### src/rtl/csu_pkg.sv
package csu_pkg;
  localparam int unsigned ADDR_W      = 20;
  localparam int unsigned CFG_W       = 16;
  localparam int unsigned WS_W        = 2;
  localparam int unsigned LG_W        = 5;
  localparam int unsigned N_MID       = 4;
  localparam int unsigned N_PER       = 7;
  localparam int unsigned MEM_LG_MIN  = 10;
  localparam int unsigned LO_CODE_MAX = 8;
  localparam int unsigned MID_LG_MIN  = 11;
  localparam int unsigned MID_CODE_MAX = 6;
  localparam int unsigned PER_BLK_LG  = 7;
  localparam int unsigned PER_GRP_LG  = PER_BLK_LG + $clog2(N_PER + 1);
  localparam int unsigned PER_BASE_W  = ADDR_W - PER_GRP_LG;
  localparam int unsigned MID_BASE_W  = ADDR_W - MID_LG_MIN;

  typedef enum logic [1:0] {
    REG_HI  = 2'd0,
    REG_LO  = 2'd1,
    REG_MID = 2'd2,
    REG_PER = 2'd3
  } cfg_reg_e;

  typedef struct packed {
    logic            en;
    logic [LG_W-1:0] lg;
    logic [WS_W-1:0] ws;
  } mem_rgn_t;

  typedef struct packed {
    logic              en;
    logic [LG_W-1:0]   lg;
    logic [WS_W-1:0]   ws;
    logic [ADDR_W-1:0] base;
  } mid_rgn_t;

  typedef struct packed {
    logic                  en;
    logic [WS_W-1:0]       ws;
    logic [PER_BASE_W-1:0] base;
  } io_rgn_t;
endpackage

### src/rtl/csu_cfg_regs.sv
module csu_cfg_regs
  import csu_pkg::*;
(
  input  logic             clk,
  input  logic             rst_n,
  input  logic             we,
  input  logic [1:0]       idx,
  input  logic [CFG_W-1:0] wdata,
  output mem_rgn_t         hi_cfg,
  output mem_rgn_t         lo_cfg,
  output mid_rgn_t         mid_cfg,
  output io_rgn_t          per_cfg
);
  logic [2:0] hi_code, mid_code;
  logic [3:0] lo_code;
  logic [2:0] mid_clamp;
  logic [3:0] lo_clamp;

  assign hi_code   = wdata[3:1];
  assign lo_code   = wdata[4:1];
  assign mid_code  = wdata[3:1];
  assign lo_clamp  = (lo_code > 4'(LO_CODE_MAX)) ? 4'(LO_CODE_MAX) : lo_code;
  assign mid_clamp = (mid_code > 3'(MID_CODE_MAX)) ? 3'(MID_CODE_MAX) : mid_code;

  always_ff @(posedge clk or negedge rst_n) begin
    if (!rst_n) begin
      hi_cfg  <= '0;
      lo_cfg  <= '0;
      mid_cfg <= '0;
      per_cfg <= '0;
    end else if (we) begin
      unique case (cfg_reg_e'(idx))
        REG_HI: begin
          hi_cfg.en <= wdata[0];
          hi_cfg.lg <= LG_W'(MEM_LG_MIN) + LG_W'(hi_code);
          hi_cfg.ws <= wdata[5:4];
        end
        REG_LO: begin
          lo_cfg.en <= wdata[0];
          lo_cfg.lg <= LG_W'(MEM_LG_MIN) + LG_W'(lo_clamp);
          lo_cfg.ws <= wdata[6:5];
        end
        REG_MID: begin
          mid_cfg.en   <= wdata[0];
          mid_cfg.lg   <= LG_W'(MID_LG_MIN) + LG_W'(mid_clamp);
          mid_cfg.ws   <= wdata[5:4];
          mid_cfg.base <= {wdata[CFG_W-1 -: MID_BASE_W], {MID_LG_MIN{1'b0}}};
        end
        REG_PER: begin
          per_cfg.en   <= wdata[0];
          per_cfg.ws   <= wdata[2:1];
          per_cfg.base <= wdata[CFG_W-1 -: PER_BASE_W];
        end
        default: ;
      endcase
    end
  end
endmodule

### src/rtl/csu_mem_decode.sv
module csu_mem_decode
  import csu_pkg::*;
#(
  parameter int unsigned NM = N_MID
) (
  input  logic [ADDR_W-1:0] addr,
  input  mem_rgn_t          hi_cfg,
  input  mem_rgn_t          lo_cfg,
  input  mid_rgn_t          mid_cfg,
  output logic              hi_hit,
  output logic              lo_hit,
  output logic [NM-1:0]     mid_hit,
  output logic [WS_W-1:0]   ws
);
  localparam int unsigned IDX_W = $clog2(NM);

  function automatic logic [ADDR_W-1:0] low_mask(input logic [LG_W-1:0] lg);
    return (ADDR_W'(1) << lg) - ADDR_W'(1);
  endfunction

  logic              hi_raw, lo_raw, mid_in;
  logic [LG_W-1:0]   tot_lg;
  logic [IDX_W-1:0]  mid_idx;
  logic [ADDR_W-1:0] mid_shift;
  logic [NM-1:0]     mid_raw;

  assign hi_raw    = hi_cfg.en && (&(addr | low_mask(hi_cfg.lg)));
  assign lo_raw    = lo_cfg.en && ((addr & ~low_mask(lo_cfg.lg)) == '0);
  assign tot_lg    = mid_cfg.lg + LG_W'(IDX_W);
  assign mid_in    = mid_cfg.en && (((addr ^ mid_cfg.base) & ~low_mask(tot_lg)) == '0);
  assign mid_shift = addr >> mid_cfg.lg;
  assign mid_idx   = mid_shift[IDX_W-1:0];

  for (genvar i = 0; i < NM; i++) begin : g_mid
    assign mid_raw[i] = mid_in && (mid_idx == IDX_W'(i));
  end

  // fixed priority: top, then bottom, then mid window
  assign hi_hit  = hi_raw;
  assign lo_hit  = lo_raw && !hi_raw;
  assign mid_hit = (hi_raw || lo_raw) ? '0 : mid_raw;

  always_comb begin
    if (hi_hit)       ws = hi_cfg.ws;
    else if (lo_hit)  ws = lo_cfg.ws;
    else if (|mid_hit) ws = mid_cfg.ws;
    else              ws = '0;
  end
endmodule

### src/rtl/csu_io_decode.sv
module csu_io_decode
  import csu_pkg::*;
#(
  parameter int unsigned NP = N_PER
) (
  input  logic [ADDR_W-1:PER_BLK_LG] addr_hi,
  input  io_rgn_t                    per_cfg,
  output logic [NP-1:0]              per_hit,
  output logic [WS_W-1:0]            ws
);
  localparam int unsigned SLOT_W = PER_GRP_LG - PER_BLK_LG;

  logic              grp_hit;
  logic [SLOT_W-1:0] slot;

  assign grp_hit = per_cfg.en && (addr_hi[ADDR_W-1:PER_GRP_LG] == per_cfg.base);
  assign slot    = addr_hi[PER_GRP_LG-1:PER_BLK_LG];

  for (genvar i = 0; i < NP; i++) begin : g_slot
    assign per_hit[i] = grp_hit && (slot == SLOT_W'(i));
  end

  assign ws = (|per_hit) ? per_cfg.ws : '0;
endmodule

### src/rtl/csu_wait_gen.sv
module csu_wait_gen
  import csu_pkg::*;
(
  input  logic            clk,
  input  logic            rst_n,
  input  logic            stb,
  input  logic [WS_W-1:0] ws,
  output logic            rdy
);
  logic            started;
  logic [WS_W-1:0] cnt;

  always_ff @(posedge clk or negedge rst_n) begin
    if (!rst_n) begin
      started <= 1'b0;
      cnt     <= '0;
    end else if (!stb) begin
      started <= 1'b0;
      cnt     <= '0;
    end else if (!started) begin
      started <= 1'b1;
      cnt     <= (ws == '0) ? '0 : ws - WS_W'(1);
    end else if (cnt != '0) begin
      cnt <= cnt - WS_W'(1);
    end
  end

  assign rdy = !stb || (started ? (cnt == '0) : (ws == '0));

  // once ready within a cycle, it stays ready until the strobe drops
  a_r8_ready_holds: assert property (@(posedge clk) disable iff (!rst_n)
    (stb && $past(stb) && $past(rdy)) |-> rdy);
  // a waited region holds ready low in the first clock of the cycle
  a_r8_first_wait: assert property (@(posedge clk) disable iff (!rst_n)
    ($rose(stb) && ws != '0) |-> !rdy);
endmodule

### src/rtl/chip_sel_unit.sv
module chip_sel_unit
  import csu_pkg::*;
(
  input  logic        clk,
  input  logic        rst_n,
  input  logic        cfg_we,
  input  logic [1:0]  cfg_idx,
  input  logic [15:0] cfg_wdata,
  input  logic        cyc_stb,
  input  logic        cyc_io,
  input  logic [19:0] cyc_addr,
  output logic        hi_sel_n,
  output logic        lo_sel_n,
  output logic [3:0]  mid_sel_n,
  output logic [6:0]  per_sel_n,
  output logic        cyc_rdy
);
  mem_rgn_t hi_cfg, lo_cfg;
  mid_rgn_t mid_cfg;
  io_rgn_t  per_cfg;

  logic             hi_hit, lo_hit;
  logic [N_MID-1:0] mid_hit;
  logic [N_PER-1:0] per_hit;
  logic [WS_W-1:0]  mem_ws, io_ws, cyc_ws;
  logic             mem_cyc, io_cyc;

  csu_cfg_regs u_cfg (
    .clk     (clk),
    .rst_n   (rst_n),
    .we      (cfg_we),
    .idx     (cfg_idx),
    .wdata   (cfg_wdata),
    .hi_cfg  (hi_cfg),
    .lo_cfg  (lo_cfg),
    .mid_cfg (mid_cfg),
    .per_cfg (per_cfg)
  );

  csu_mem_decode #(.NM(N_MID)) u_mem (
    .addr    (cyc_addr),
    .hi_cfg  (hi_cfg),
    .lo_cfg  (lo_cfg),
    .mid_cfg (mid_cfg),
    .hi_hit  (hi_hit),
    .lo_hit  (lo_hit),
    .mid_hit (mid_hit),
    .ws      (mem_ws)
  );

  csu_io_decode #(.NP(N_PER)) u_io (
    .addr_hi (cyc_addr[ADDR_W-1:PER_BLK_LG]),
    .per_cfg (per_cfg),
    .per_hit (per_hit),
    .ws      (io_ws)
  );

  assign mem_cyc = cyc_stb && !cyc_io;
  assign io_cyc  = cyc_stb && cyc_io;
  assign cyc_ws  = mem_cyc ? mem_ws : (io_cyc ? io_ws : '0);

  csu_wait_gen u_wait (
    .clk   (clk),
    .rst_n (rst_n),
    .stb   (cyc_stb),
    .ws    (cyc_ws),
    .rdy   (cyc_rdy)
  );

  assign hi_sel_n  = !(mem_cyc && hi_hit);
  assign lo_sel_n  = !(mem_cyc && lo_hit);
  assign mid_sel_n = ~(mid_hit & {N_MID{mem_cyc}});
  assign per_sel_n = ~(per_hit & {N_PER{io_cyc}});

  logic [N_MID+N_PER+1:0] sel_act;
  assign sel_act = ~{per_sel_n, mid_sel_n, lo_sel_n, hi_sel_n};

  // never more than one device selected
  a_r7_single_sel: assert property (@(posedge clk) disable iff (!rst_n)
    $onehot0(sel_act));
  // idle bus selects nothing
  a_r6_idle_quiet: assert property (@(posedge clk) disable iff (!rst_n)
    !cyc_stb |-> (sel_act == '0));
  // I/O cycles leave memory selects alone
  a_r5_io_no_mem: assert property (@(posedge clk) disable iff (!rst_n)
    cyc_io |-> (hi_sel_n && lo_sel_n && (&mid_sel_n)));
  // memory cycles leave peripheral selects alone
  a_r5_mem_no_io: assert property (@(posedge clk) disable iff (!rst_n)
    !cyc_io |-> (&per_sel_n));
  // a cycle that selects nothing is ready without waits
  a_r9_miss_ready: assert property (@(posedge clk) disable iff (!rst_n)
    (cyc_stb && sel_act == '0) |-> cyc_rdy);
  // ready is high whenever no cycle runs
  a_r8_idle_ready: assert property (@(posedge clk) disable iff (!rst_n)
    !cyc_stb |-> cyc_rdy);
endmodule

### config.mk
export PLATFORM = sky130hd
export DESIGN_NAME = chip_sel_unit
export DESIGN_NICKNAME = d
export VERILOG_FILES = /design/src/rtl/csu_pkg.sv /design/src/rtl/csu_cfg_regs.sv /design/src/rtl/csu_mem_decode.sv /design/src/rtl/csu_io_decode.sv /design/src/rtl/csu_wait_gen.sv /design/src/rtl/chip_sel_unit.sv
export SDC_FILE = /design/constraint.sdc
export NUM_CORES = 1
export LEC_CHECK = 0
export BUFFER_PORTS_ARGS = -buffer_cell sky130_fd_sc_hd__clkbuf_2
export CAP_MARGIN = 40
export CELL_PAD_IN_SITES_DETAIL_PLACEMENT = 0
export CELL_PAD_IN_SITES_GLOBAL_PLACEMENT = 2
export CORE_UTILIZATION = 25
export DETAILED_ROUTE_END_ITERATION = 16
export GPL_TIMING_DRIVEN = 1
export PLACE_DENSITY = 0.58
export REMOVE_ABC_BUFFERS = 1
export SLEW_MARGIN = 20
export SYNTH_ARGS = -nofsm -noshare
export SYNTH_HDL_FRONTEND = slang
export SYNTH_SLANG_ARGS = --single-unit
### constraint.sdc
create_clock -name clk -period 4.7 [get_ports clk]
set_input_delay 0.705 -clock clk [delete_from_list [all_inputs] [get_ports clk]]
set_output_delay 0.705 -clock clk [all_outputs]
set_load 0.005 [all_outputs]
# Yosys cells after proc, flatten, opt, wreduce, memory -nomap -nowiden
# Cells that the tools add are included.
dict set report op_classes {
  n_mul 0
  n_mux 15
  n_addsub 9
  n_eq_ne 14
  n_bitwise 10
  shifts 4
  order_cmp 2
  n_reduce_logical 42
  div 0
}
# cell n
set op_table {}
lappend op_table {{$shl 1x5->20 const A} 3}
lappend op_table {{$sub 20x2->20 const B} 3}
lappend op_table {{$and 20x20->20} 2}
lappend op_table {{$logic_not 20->1} 2}
lappend op_table {{$not 20->20} 2}
lappend op_table {{$logic_and 1x1->1} 20}
lappend op_table {{$mux 2} 10}
lappend op_table {{$or 20x20->20} 1}
lappend op_table {{$reduce_and 20->1} 1}
lappend op_table {{$shr 20x5->2} 1}
lappend op_table {{$xor 20x20->20} 1}
lappend op_table {{$add 4x3->5 const A} 2}
lappend op_table {{$eq 10x10->1} 1}
lappend op_table {{$eq 3x3->1 const B} 3}
lappend op_table {{$eq 2x2->1 const B} 4}
lappend op_table {{$logic_not 2->1} 4}
lappend op_table {{$mux 4} 2}
lappend op_table {{$reduce_and 2->1} 4}
lappend op_table {{$and 7x7->7} 1}
lappend op_table {{$not 7->7} 1}
lappend op_table {{$reduce_or 7->1} 1}
lappend op_table {{$eq 3x2->1 const B} 2}
lappend op_table {{$add 4x4->5 const A} 1}
lappend op_table {{$add 5x2->5 const B} 1}
lappend op_table {{15 further kinds} 23}
dict set report totals {
  input_bits 43
  out_inout_bits 14
  latchBits 0
  ram_bits 0
  n_memories 0
  regBits 49
  word_cells 111
  rom_bits 0
}

# Longest topological paths before layout
# Gate-level depths: netlist of the first run.
dict set report logic_depth {
  ltp_word 18
  ltp_mapped 16
  depth_no_buf 15
}

# Hierarchy
# A second synthesis of the first run with hierarchy kept.
dict set report unflattened {
  hier_cells 511
  area_unflattened_um2 4571.9
}
# module seq_area_each_um2 area_each_um2 n_inst cells_each
set by_module_without_submodules {}
lappend by_module_without_submodules {csu_mem_decode 0.0 2138.3 1 303}
lappend by_module_without_submodules {csu_cfg_regs 1151.1 1933.1 1 139}
lappend by_module_without_submodules {csu_io_decode 0.0 217.7 1 32}
lappend by_module_without_submodules {csu_wait_gen 75.1 181.4 1 17}
lappend by_module_without_submodules {chip_sel_unit 0.0 101.3 1 20}

# Least setup slack after synthesis of the first run
# Ideal clock, no wire load.
dict set report synth_timing {
  kind {flip-flop to output port}
  startpoint {register u_cfg.hi_cfg[5] (netlist name)}
  endpoint {output port cyc_rdy}
  t_required_ns 3.995
  arrival_ns 3.038
  n_path_buf 3
  path_stages_with_launch 15
  path_slack_ns 0.957
  cell_sequence {dfrtp_1 buf_2 buf_2 nor3_1 nand3b_1 ha_1 clkbuf_1 and3_1 a211o_1 o2111a_1 and4_1 o21ai_1 o31ai_1 a22o_2 o311ai_1}
}
dict set report synth_via {
  elab_chain_len 15
  word_cells_on_any_way 17
  classes_between {add/sub: 1; shift: 1; mux: 6; bitwise: 1; reduce/logical: 8}
}
# element line
set synth_lines {}
lappend synth_lines {{$shl 1x5->20 (*)} csu_mem_decode.sv:18} ;# return (ADDR_W'(1) << lg) - ADDR_W'(1);
lappend synth_lines {{$sub 20x2->20 (*)} csu_mem_decode.sv:18}
lappend synth_lines {{$or 20x20->20 (*)} csu_mem_decode.sv:27} ;# assign hi_raw = hi_cfg.en && (&(addr | low_mask(hi_cfg.lg)));
lappend synth_lines {{$reduce_and 20->1 (*)} csu_mem_decode.sv:27}
lappend synth_lines {{$logic_and 1x1->1 (*)} csu_mem_decode.sv:27}
lappend synth_lines {{$logic_or 1x1->1} csu_mem_decode.sv:41} ;# assign mid_hit = (hi_raw || lo_raw) ? '0 : mid_raw;
lappend synth_lines {{$mux 4} csu_mem_decode.sv:41}
lappend synth_lines {{$reduce_or 4->1} csu_mem_decode.sv:46} ;# else if (|mid_hit) ws = mid_cfg.ws;
lappend synth_lines {{$mux 2} csu_mem_decode.sv:46}
lappend synth_lines {{$mux 2} csu_mem_decode.sv:45} ;# else if (lo_hit) ws = lo_cfg.ws;
lappend synth_lines {{$mux 2 (*)} csu_mem_decode.sv:44} ;# if (hi_hit) ws = hi_cfg.ws;
lappend synth_lines {{$mux 2 (*)} chip_sel_unit.sv:60} ;# assign cyc_ws = mem_cyc ? mem_ws : (io_cyc ? io_ws : '0);
lappend synth_lines {{$logic_not 2->1 (*)} csu_wait_gen.sv:28} ;# assign rdy = !stb || (started ? (cnt == '0) : (ws == '0));
lappend synth_lines {{$mux 1 (*)} csu_wait_gen.sv:28}
lappend synth_lines {{$logic_or 1x1->1 (*)} csu_wait_gen.sv:28}
lappend synth_lines {{end: declaration} chip_sel_unit.sv:16} ;# output logic cyc_rdy
# Mark *: on every way between the ends. The rest lies on a longest branch, timed or not.

# Final worst setup path of the first run
dict set report layout_timing {
  startpoint {register u_cfg.lo_cfg[4] (netlist name)}
  endpoint {output port cyc_rdy}
}
dict set report layout_via {
  elab_chain_len 16
  word_cells_on_any_way 17
  classes_between {add/sub: 1; shift: 1; mux: 6; bitwise: 2; reduce/logical: 7}
}
# element line
set layout_lines {}
lappend layout_lines {{$shl 1x5->20 (*)} csu_mem_decode.sv:18}
lappend layout_lines {{$sub 20x2->20 (*)} csu_mem_decode.sv:18}
lappend layout_lines {{$not 20->20 (*)} csu_mem_decode.sv:28} ;# assign lo_raw = lo_cfg.en && ((addr & ~low_mask(lo_cfg.lg)) == '0);
lappend layout_lines {{$and 20x20->20 (*)} csu_mem_decode.sv:28}
lappend layout_lines {{$logic_not 20->1 (*)} csu_mem_decode.sv:28}
lappend layout_lines {{$logic_and 1x1->1 (*)} csu_mem_decode.sv:28}
lappend layout_lines {{$logic_or 1x1->1} csu_mem_decode.sv:41}
lappend layout_lines {{$mux 4} csu_mem_decode.sv:41}
lappend layout_lines {{$reduce_or 4->1} csu_mem_decode.sv:46}
lappend layout_lines {{$mux 2} csu_mem_decode.sv:46}
lappend layout_lines {{$mux 2 (*)} csu_mem_decode.sv:45}
lappend layout_lines {{$mux 2 (*)} csu_mem_decode.sv:44}
lappend layout_lines {{$mux 2 (*)} chip_sel_unit.sv:60}
lappend layout_lines {{$logic_not 2->1 (*)} csu_wait_gen.sv:28}
lappend layout_lines {{$mux 1 (*)} csu_wait_gen.sv:28}
lappend layout_lines {{$logic_or 1x1->1 (*)} csu_wait_gen.sv:28}
# Marks and branches as above.

==> results.ini, run 1 <==
[global_route]
grt_pass1_vias = 4202
grt_remaining_overflow = 0
antenna_found_initial = 0
grt_pass1_wl_um = 25400
track_usage_pct = 18.6
grt_start_max_net_pins = 50

[outcome]
outcome = completed

[power_and_ir_drop]
p_leak_uw = 0.00213
power.density_mw_per_mm2 = 358
peakVddDrop_mv = 0.153
total_power_uw = 1850

[die]
core_area_mm2 = 0.0172
rows = 48
die_width_um = 135
initial_core_util_pct = 25.5
die_y_um = 135
io_pins = 57
dieArea_mm2 = 0.0181

[worst_setup_path]
cp.required_ns = 3.99
critical_path.most_common_cell = a31oi_1
cp-end-kind = output port
crit_chain = nor4_4 -> nand2_1 -> ha_2 -> or3_1 -> o21a_1 -> o311a_1 -> a31oi_1 -> and3_1 -> a31oi_1 -> a22o_2 -> o311ai_1 -> clkbuf_2
cp_max_fo = 15
reg2regPathDepth = 16
cpMaxStageDelayCell = dfrtp_2
slowest_delay_ns = 0.53
cp-start-kind = flop
path_class = reg2out
arrival_ns = 3.74

[drt]
drt-pass1-iter-count = 5
drt_iter0_drc = 370
final_antenna_net_count = 0
drc = 0
dr_total_vias = 4288
vias_per_cell = 5.39
wire_per_inst_um = 20.4
routed_wl_um = 16300

[logic_synthesis]
yosys.area_share.simple_pct = 22.3
synthCells = 522
mappedNetlistArea_mm2 = 0.00440
ys_seq_elements = 49
synth_edf_count = 0
syn_avg_cell_area_um2 = 8.42
post_synth_fa_ha_maj_area_fraction_pct = 2.85
synth_warnings = 0
ys.flop_type = dfrtp_1
seq_area_frac_synth_pct = 27.9
synthMuxAreaShare_pct = 13.3
yosys.area_share.xor_xnor_pct = 4.78
ys_types = 74
synth-compound-area-share_pct = 22.8
synth_top_family_by_area = compound AO/OA/AOI/OAI gates
async_flop_share_pct = 100

[final_layout]
n_fill_cell = 1868
drive_gt1_share_pct = 26.1
final_nets = 623
area_delta_synth_final_pct = 17.5
diodes = 0
fin_cells = 796

[timing]
timing_worst_slew_pin_value_ns = 0.739
period_minus_slack_ns = 4.45
max_freq_mhz = 225
finalSetupViolCount = 0
timing.slew.headroom_pct = 50.6
final.setup.tns_ns = 0
slew_viol_final = 0
finalClockSkew_ns = 0.00322
fin_crit_sh_pct = 94.7
rsz0062_at_grt = no
hold_violations = 0

[clocking]
root_buffer = clkbuf_16
holdBufCountCts = 0
clk_latency_ns = 0.30
clkSinkCount = 49
cts_tree = done
clockBufferDepth = 2
cts.clk_slew.worst_paths_ns = 0.07
cts_made_buffers = 5
h-tree-depth = 2

[min_path]
hold_depth = 1
hold_path_class = reg2reg

[place]
dpl.cell_count = 786
io_buffers = 56
dp_hpwl_um = 12500
gp_congestion = 0.856

[job]
cap_violations = 0

## synthesized netlist by cell type, drive strengths merged, types with 8 or more instances
library cell	count	area (µm²)
a21oi	21	105
buf	23	121
clkbuf	19	71.3
dfrtp	49	1230
ha	10	125
inv	19	71.3
mux2	30	338
mux4	10	225
nand2	62	233
nand3	15	75.1
nand4	9	56.3
nor2	37	139
nor2b	14	87.6
nor3	9	45.0
o21ai	35	175
o31ai	9	81.3
xnor2	8	70.1
xor2	16	140
## cell families after synthesis
logic type                 after synthesis
AOI/OAI and AO/OA                      142
xor gates and xnor gates                24
adders and majority gates               10
buffers and inverters                   62
DFF                                     49
muxes                                   42
and+or+nand+nor                        193
## timing repair
item                                    in CTS  in global routing
endpoints found under the setup margin       1                  4
setup buffers                                0                  2
resized for setup                            3                  6
pin swaps                                    0                  2
## critical path: cells and delay by family, from the launching register on
kind                     cells  cell delay (ns)
AO/OA/AOI/OAI                6             1.41
adder cells (fa/ha/maj)      1             0.28
buffers and inverters        1             0.17
flip-flops                   1             0.53
AND/OR/NAND/NOR              4             1.06
## cell usage in the layout, fill, tap and decap left out, types with 4 or more instances in the layout
cell type / n
a211o_1: 6
a211oi_1: 5
a21oi_1: 20
a31oi_1: 7
and3_1: 6
buf_4: 25
clkbuf_16: 5
clkbuf_2: 56
dfrtp_1: 48
ha_1: 9
inv_1: 18
mux2_2: 30
mux4_2: 10
nand2_1: 62
nand2b_1: 4
nand3_1: 15
nand3b_1: 7
nand4_1: 9
nor2_1: 37
nor2b_1: 14
nor3_1: 7
nor3b_1: 5
nor4_1: 4
o21ai_0: 33
o31ai_1: 8
or3_1: 4
xnor2_1: 8
xor2_1: 16
## power breakdown
| group | switching [µW] | internal, µW |
|---|---|---|
| registers | 80.1 | 495 |
| logic | 520 | 375 |
| clock network | 180 | 201 |
## routing by layer
layer / global-route usage, % / vias to the layer above / part of all wire (%)
met3: 2.97 / 29 / 5.6
met4: 6.93 / 0 / 3.4
met5: 0 / - / 0
met2: 28.5 / 157 / 44
met1: 26.2 / 2064 / 47
li1: - / 2038 / -
## final timing paths
path | start | end | slack [ns]
worst max-delay path | u_cfg.lo_cfg[4]$_DFFE_PN0P_ | cyc_rdy | 0.25
worst min-delay path | u_wait.cnt[0]$_DFFE_PN0P_ | u_wait.cnt[0]$_DFFE_PN0P_ | 0.49
worst max register to register | u_cfg.mid_cfg[23]$_DFFE_PN0P_ | u_wait.cnt[0]$_DFFE_PN0P_ | 1.20
worst min register to register | u_wait.cnt[0]$_DFFE_PN0P_ | u_wait.cnt[0]$_DFFE_PN0P_ | 0.49
max in group asynchronous | rst_n | u_cfg.lo_cfg[4]$_DFFE_PN0P_ | 3.72
min in group asynchronous | rst_n | u_cfg.hi_cfg[7]$_DFFE_PN0P_ | 0.51
## state kept, by name (all words and copies together), names as in the netlist
name / flops
u_cfg.mid_cfg: 17
u_wait.started: 1
u_cfg.hi_cfg: 8
u_cfg.per_cfg: 13
u_cfg.lo_cfg: 8
u_wait.cnt: 2
## stage by stage
step | hold slack (ns) | setup slack, ns | area [µm²] | util [%]
3_3_place_gp | 0.473 | 0.180 | 4940 | 28.7
4_1_cts | 0.489 | 0.0438 | 5120 | 29.7
6_report | 0.488 | 0.251 | 5170 | 30.0
2_1_floorplan | 0.409 | 0.359 | 4200 | -
3_5_place_dp | 0.479 | 0.177 | 4950 | 28.7
5_1_grt | 0.504 | 0.0343 | 5170 | 30.0
## layout make-up
class | count | area (µm²) | share of cell area [%]
Multi-Input combinational cell | 411 | 2950 | 57.0
Sequential cell | 49 | 1230 | 23.8
Timing Repair Buffer | 83 | 484 | 9.37
Tap cell | 225 | 282 | 5.45
Clock buffer | 5 | 125 | 2.42
Inverter | 20 | 75.1 | 1.45
Clock inverter | 3 | 26.3 | 0.509
Note: power is estimated with default switching activity, not from simulation.
==> inputs of run 2 (changes only) <==
--- a/config.mk
+++ b/config.mk
@@ -5,15 +5,16 @@
 export SDC_FILE = /design/constraint.sdc
 export NUM_CORES = 1
 export LEC_CHECK = 0
+export ABC_AREA = 1
 export BUFFER_PORTS_ARGS = -buffer_cell sky130_fd_sc_hd__clkbuf_2
 export CAP_MARGIN = 40
 export CELL_PAD_IN_SITES_DETAIL_PLACEMENT = 0
 export CELL_PAD_IN_SITES_GLOBAL_PLACEMENT = 2
+export CORE_MARGIN = 3
 export CORE_UTILIZATION = 25
 export DETAILED_ROUTE_END_ITERATION = 16
 export GPL_TIMING_DRIVEN = 1
-export PLACE_DENSITY = 0.58
-export REMOVE_ABC_BUFFERS = 1
+export PLACE_DENSITY = 0.66
 export SLEW_MARGIN = 20
 export SYNTH_ARGS = -nofsm -noshare
 export SYNTH_HDL_FRONTEND = slang
==> results.ini, run 2 <==
[timing]
slew_viol_final = 0  ; unchanged
finalSetupViolCount = 0  ; unchanged
finalClockSkew_ns = 0.00496  ; +0.00173 ns
fin_crit_sh_pct = 90.1  ; -4.5 points
period_minus_slack_ns = 4.24  ; -0.214 ns
timing_worst_slew_pin_value_ns = 0.691  ; -0.0483 ns
timing.hold.ws_ns = 0.487  ; -0.00129 ns
rsz0062_at_grt = no
hold_violations = 0  ; unchanged
setup_slack_ns = 0.465  ; +0.214 ns
timing.slew.headroom_pct = 53.9  ; +3.4 points
max_freq_mhz = 236  ; +5.0%
final.setup.tns_ns = 0  ; unchanged

[global_route]
track_usage_pct = 18.3  ; -0.28 points
grt_start_max_net_pins = 50  ; unchanged
grt_pass1_vias = 5139  ; +22%
grt_pass1_wl_um = 28900  ; +14%
grt_remaining_overflow = 0  ; unchanged
antenna_found_initial = 0  ; unchanged

[clocking]
cts.clk_slew.worst_paths_ns = 0.08  ; about the same
holdBufCountCts = 0  ; unchanged
root_buffer = clkbuf_16
clk_latency_ns = 0.31  ; about the same
clockBufferDepth = 2  ; unchanged
clkSinkCount = 49  ; unchanged
cts_resized = 0  ; -3
cts_made_buffers = 5  ; unchanged
cts_setup_buffers = 0  ; unchanged
h-tree-depth = 2  ; unchanged
cts_tree = done

[outcome]
outcome = completed

[job]
cap_violations = 0  ; unchanged

[logic_synthesis]
ys.flop_type = dfrtp_1
syn_avg_cell_area_um2 = 5.86  ; -30%
seq_area_frac_synth_pct = 26.1  ; -1.8 points
ys_types = 41  ; -45%
ys_seq_elements = 49  ; unchanged
yosysMostFrequentCell = nand2_1
synthesis.nets = 854
synthCells = 801  ; +53%
yosysTopAreaCellShare_pct = 26.1  ; -1.8 points
async_flop_share_pct = 100  ; unchanged
synth_warnings = 0  ; unchanged
synth_edf_count = 0  ; unchanged
synth_area_leaders = dfrtp_1 26%, nand2_1 20%, nor2_1 8.8%
synthTopCellsByCount = 246 x nand2_1, 110 x nor2_1, 100 x inv_1
yosysTopAreaCell = dfrtp_1
mappedNetlistArea_mm2 = 0.00470  ; +6.8%

[worst_setup_path]
crit_start = u_cfg.mid_cfg[24]$_DFFE_PN0P_
cp.required_ns = 3.99  ; about the same
worstSetupEndpoint = mid_sel_n[1]
arrival_ns = 3.53  ; -0.21 ns
cp-start-kind = flop
cp-end-kind = output port
regToRegSetupSlack_ns = 1.55  ; +0.35 ns
reg2reg_from = u_cfg.mid_cfg[24]$_DFFE_PN0P_
cp_max_fo = 8  ; -7
r2r-end = u_wait.cnt[0]$_DFFE_PN0P_
path_class = reg2out
reg2regPathDepth = 21  ; +5

[drt]
drc = 0  ; unchanged
drt_iter0_drc = 454  ; +23%
wire_per_inst_um = 17.1  ; -16%
drt-pass1-iter-count = 5  ; unchanged
final_antenna_net_count = 0  ; unchanged
dr_total_vias = 5375  ; +25%
routed_wl_um = 18600  ; +14%
vias_per_cell = 4.94  ; -8.2%

[final_layout]
area_delta_synth_final_pct = 14.9
largestRegisters = u_cfg.mid_cfg: 17 flops, u_cfg.per_cfg: 13 flops
mostFrequentLayoutCell = nand2_1
diodes = 0  ; unchanged
mostFrequentLayoutCells = 246 x nand2_1, 110 x nor2_1, 100 x inv_1, 79 x nand3_1, 68 x o21ai_0
largest_reg_flops = 17  ; unchanged
n_fill_cell = 2042  ; +9.3%
drive_gt1_share_pct = 11.2  ; -15 points
final_nets = 910  ; +46%
fin_cells = 1087  ; +37%
top_register = u_cfg.mid_cfg

[min_path]
hold_path_class = reg2reg
min-delay-start = u_cfg.mid_cfg[21]$_DFFE_PN0P_

[die]
core_area_mm2 = 0.0182  ; +5.6%
dieArea_mm2 = 0.0205  ; +13%
initial_core_util_pct = 25.8  ; +0.29 points
die_y_um = 143  ; +6.3%
io_pins = 57  ; unchanged
rows = 49  ; +2.1%
die_width_um = 143  ; +6.3%

[place]
gp_congestion = 0.880  ; +2.8%
dpl.cell_count = 1079  ; +37%
dp_hpwl_um = 15300  ; +22%
detailedPlace.worstSlack_ns = 0.811  ; +0.634 ns
io_buffers = 56  ; unchanged

[power_and_ir_drop]
total_power_uw = 1850  ; -0.32%
p_leak_uw = 0.00295  ; +38%
peakVddDrop_mv = 0.156  ; +2.0%
power.density_mw_per_mm2 = 342  ; -4.6%

[run 2: power by group]
group / internal (µW) / leakage (µW) / switching (µW)
clock: 206 / 0.0000767 / 194
sequential: 487 / 0.000606 / 70.1
combinational: 285 / 0.00227 / 603
total: 978 / 0.00295 / 867
[run 2: worst min-delay path by stage]
stage	to	cells after the start	slack, ns
global route	u_cfg.lo_cfg[1]$_DFFE_PN0P_	2	0.53
finish	u_cfg.mid_cfg[21]$_DFFE_PN0P_	2	0.49
global placement	u_cfg.per_cfg[11]$_DFFE_PN0P_	2	0.46
floorplan	u_cfg.hi_cfg[0]$_DFFE_PN0P_	0	0.41
CTS	u_wait.cnt[0]$_DFFE_PN0P_	2	0.49
detailed placement	u_wait.cnt[0]$_DFFE_PN0P_	2	0.47
[run 2: cell families after synthesis]
logic type	Yosys count	share of synthesized area (%)
adder cells (fa/ha/maj)	10	2.66
flip-flops	49	26.1
AND/OR/NAND/NOR	485	43.6
AO/OA/AOI/OAI	121	14.9
buffers and inverters	123	10.2
XOR/XNOR	13	2.42
[run 2: critical path, cell delays in order (launching register included)]
cell and delay, ns:
dfrtp_1 0.47, ha_1 0.38, inv_2 0.14, nand3_1 0.11, nor2_1 0.20, nand2_1 0.08, ha_1 0.30, a21boi_0 0.17
nand2_1 0.07, inv_1 0.05, nand2_1 0.04, nand3b_1 0.14, nor2_1 0.08, nand3_1 0.08, nor2_2 0.18, nand3_1 0.17
nor4_2 0.28, nand3_1 0.14, clkbuf_2 0.14
[run 2: stage by stage]
step / cell area (µm²) / utilization [%]
floorplan: 4700 / -
global placement: 5230 / 28.7
detailed placement: 5240 / 28.8
CTS: 5400 / 29.6
global route: 5400 / 29.6
finish: 5400 / 29.6
[run 2: final cells by class]
| class | count | area [µm²] | area share (%) |
|---|---|---|---|
| clock inverter | 3 | 28.8 | 0.533 |
| tap | 229 | 287 | 5.31 |
| sequential | 49 | 1230 | 22.7 |
| timing repair buffer | 62 | 327 | 6.05 |
| multi-input combinational | 629 | 2990 | 55.4 |
| inverter | 110 | 413 | 7.65 |
| clock buffer | 5 | 125 | 2.32 |
[run 2: per-layer routing]
metal  routed length, µm  part of all wire, %  vias up  GRT usage [%]
li1                    -                    -     2713              -
met1                8970                   48     2504           25.7
met2                8500                   46      144           29.8
met5                   0                    0        -              0
met3                 876                  4.7       14           2.78
met4                 290                  1.6        0           3.90
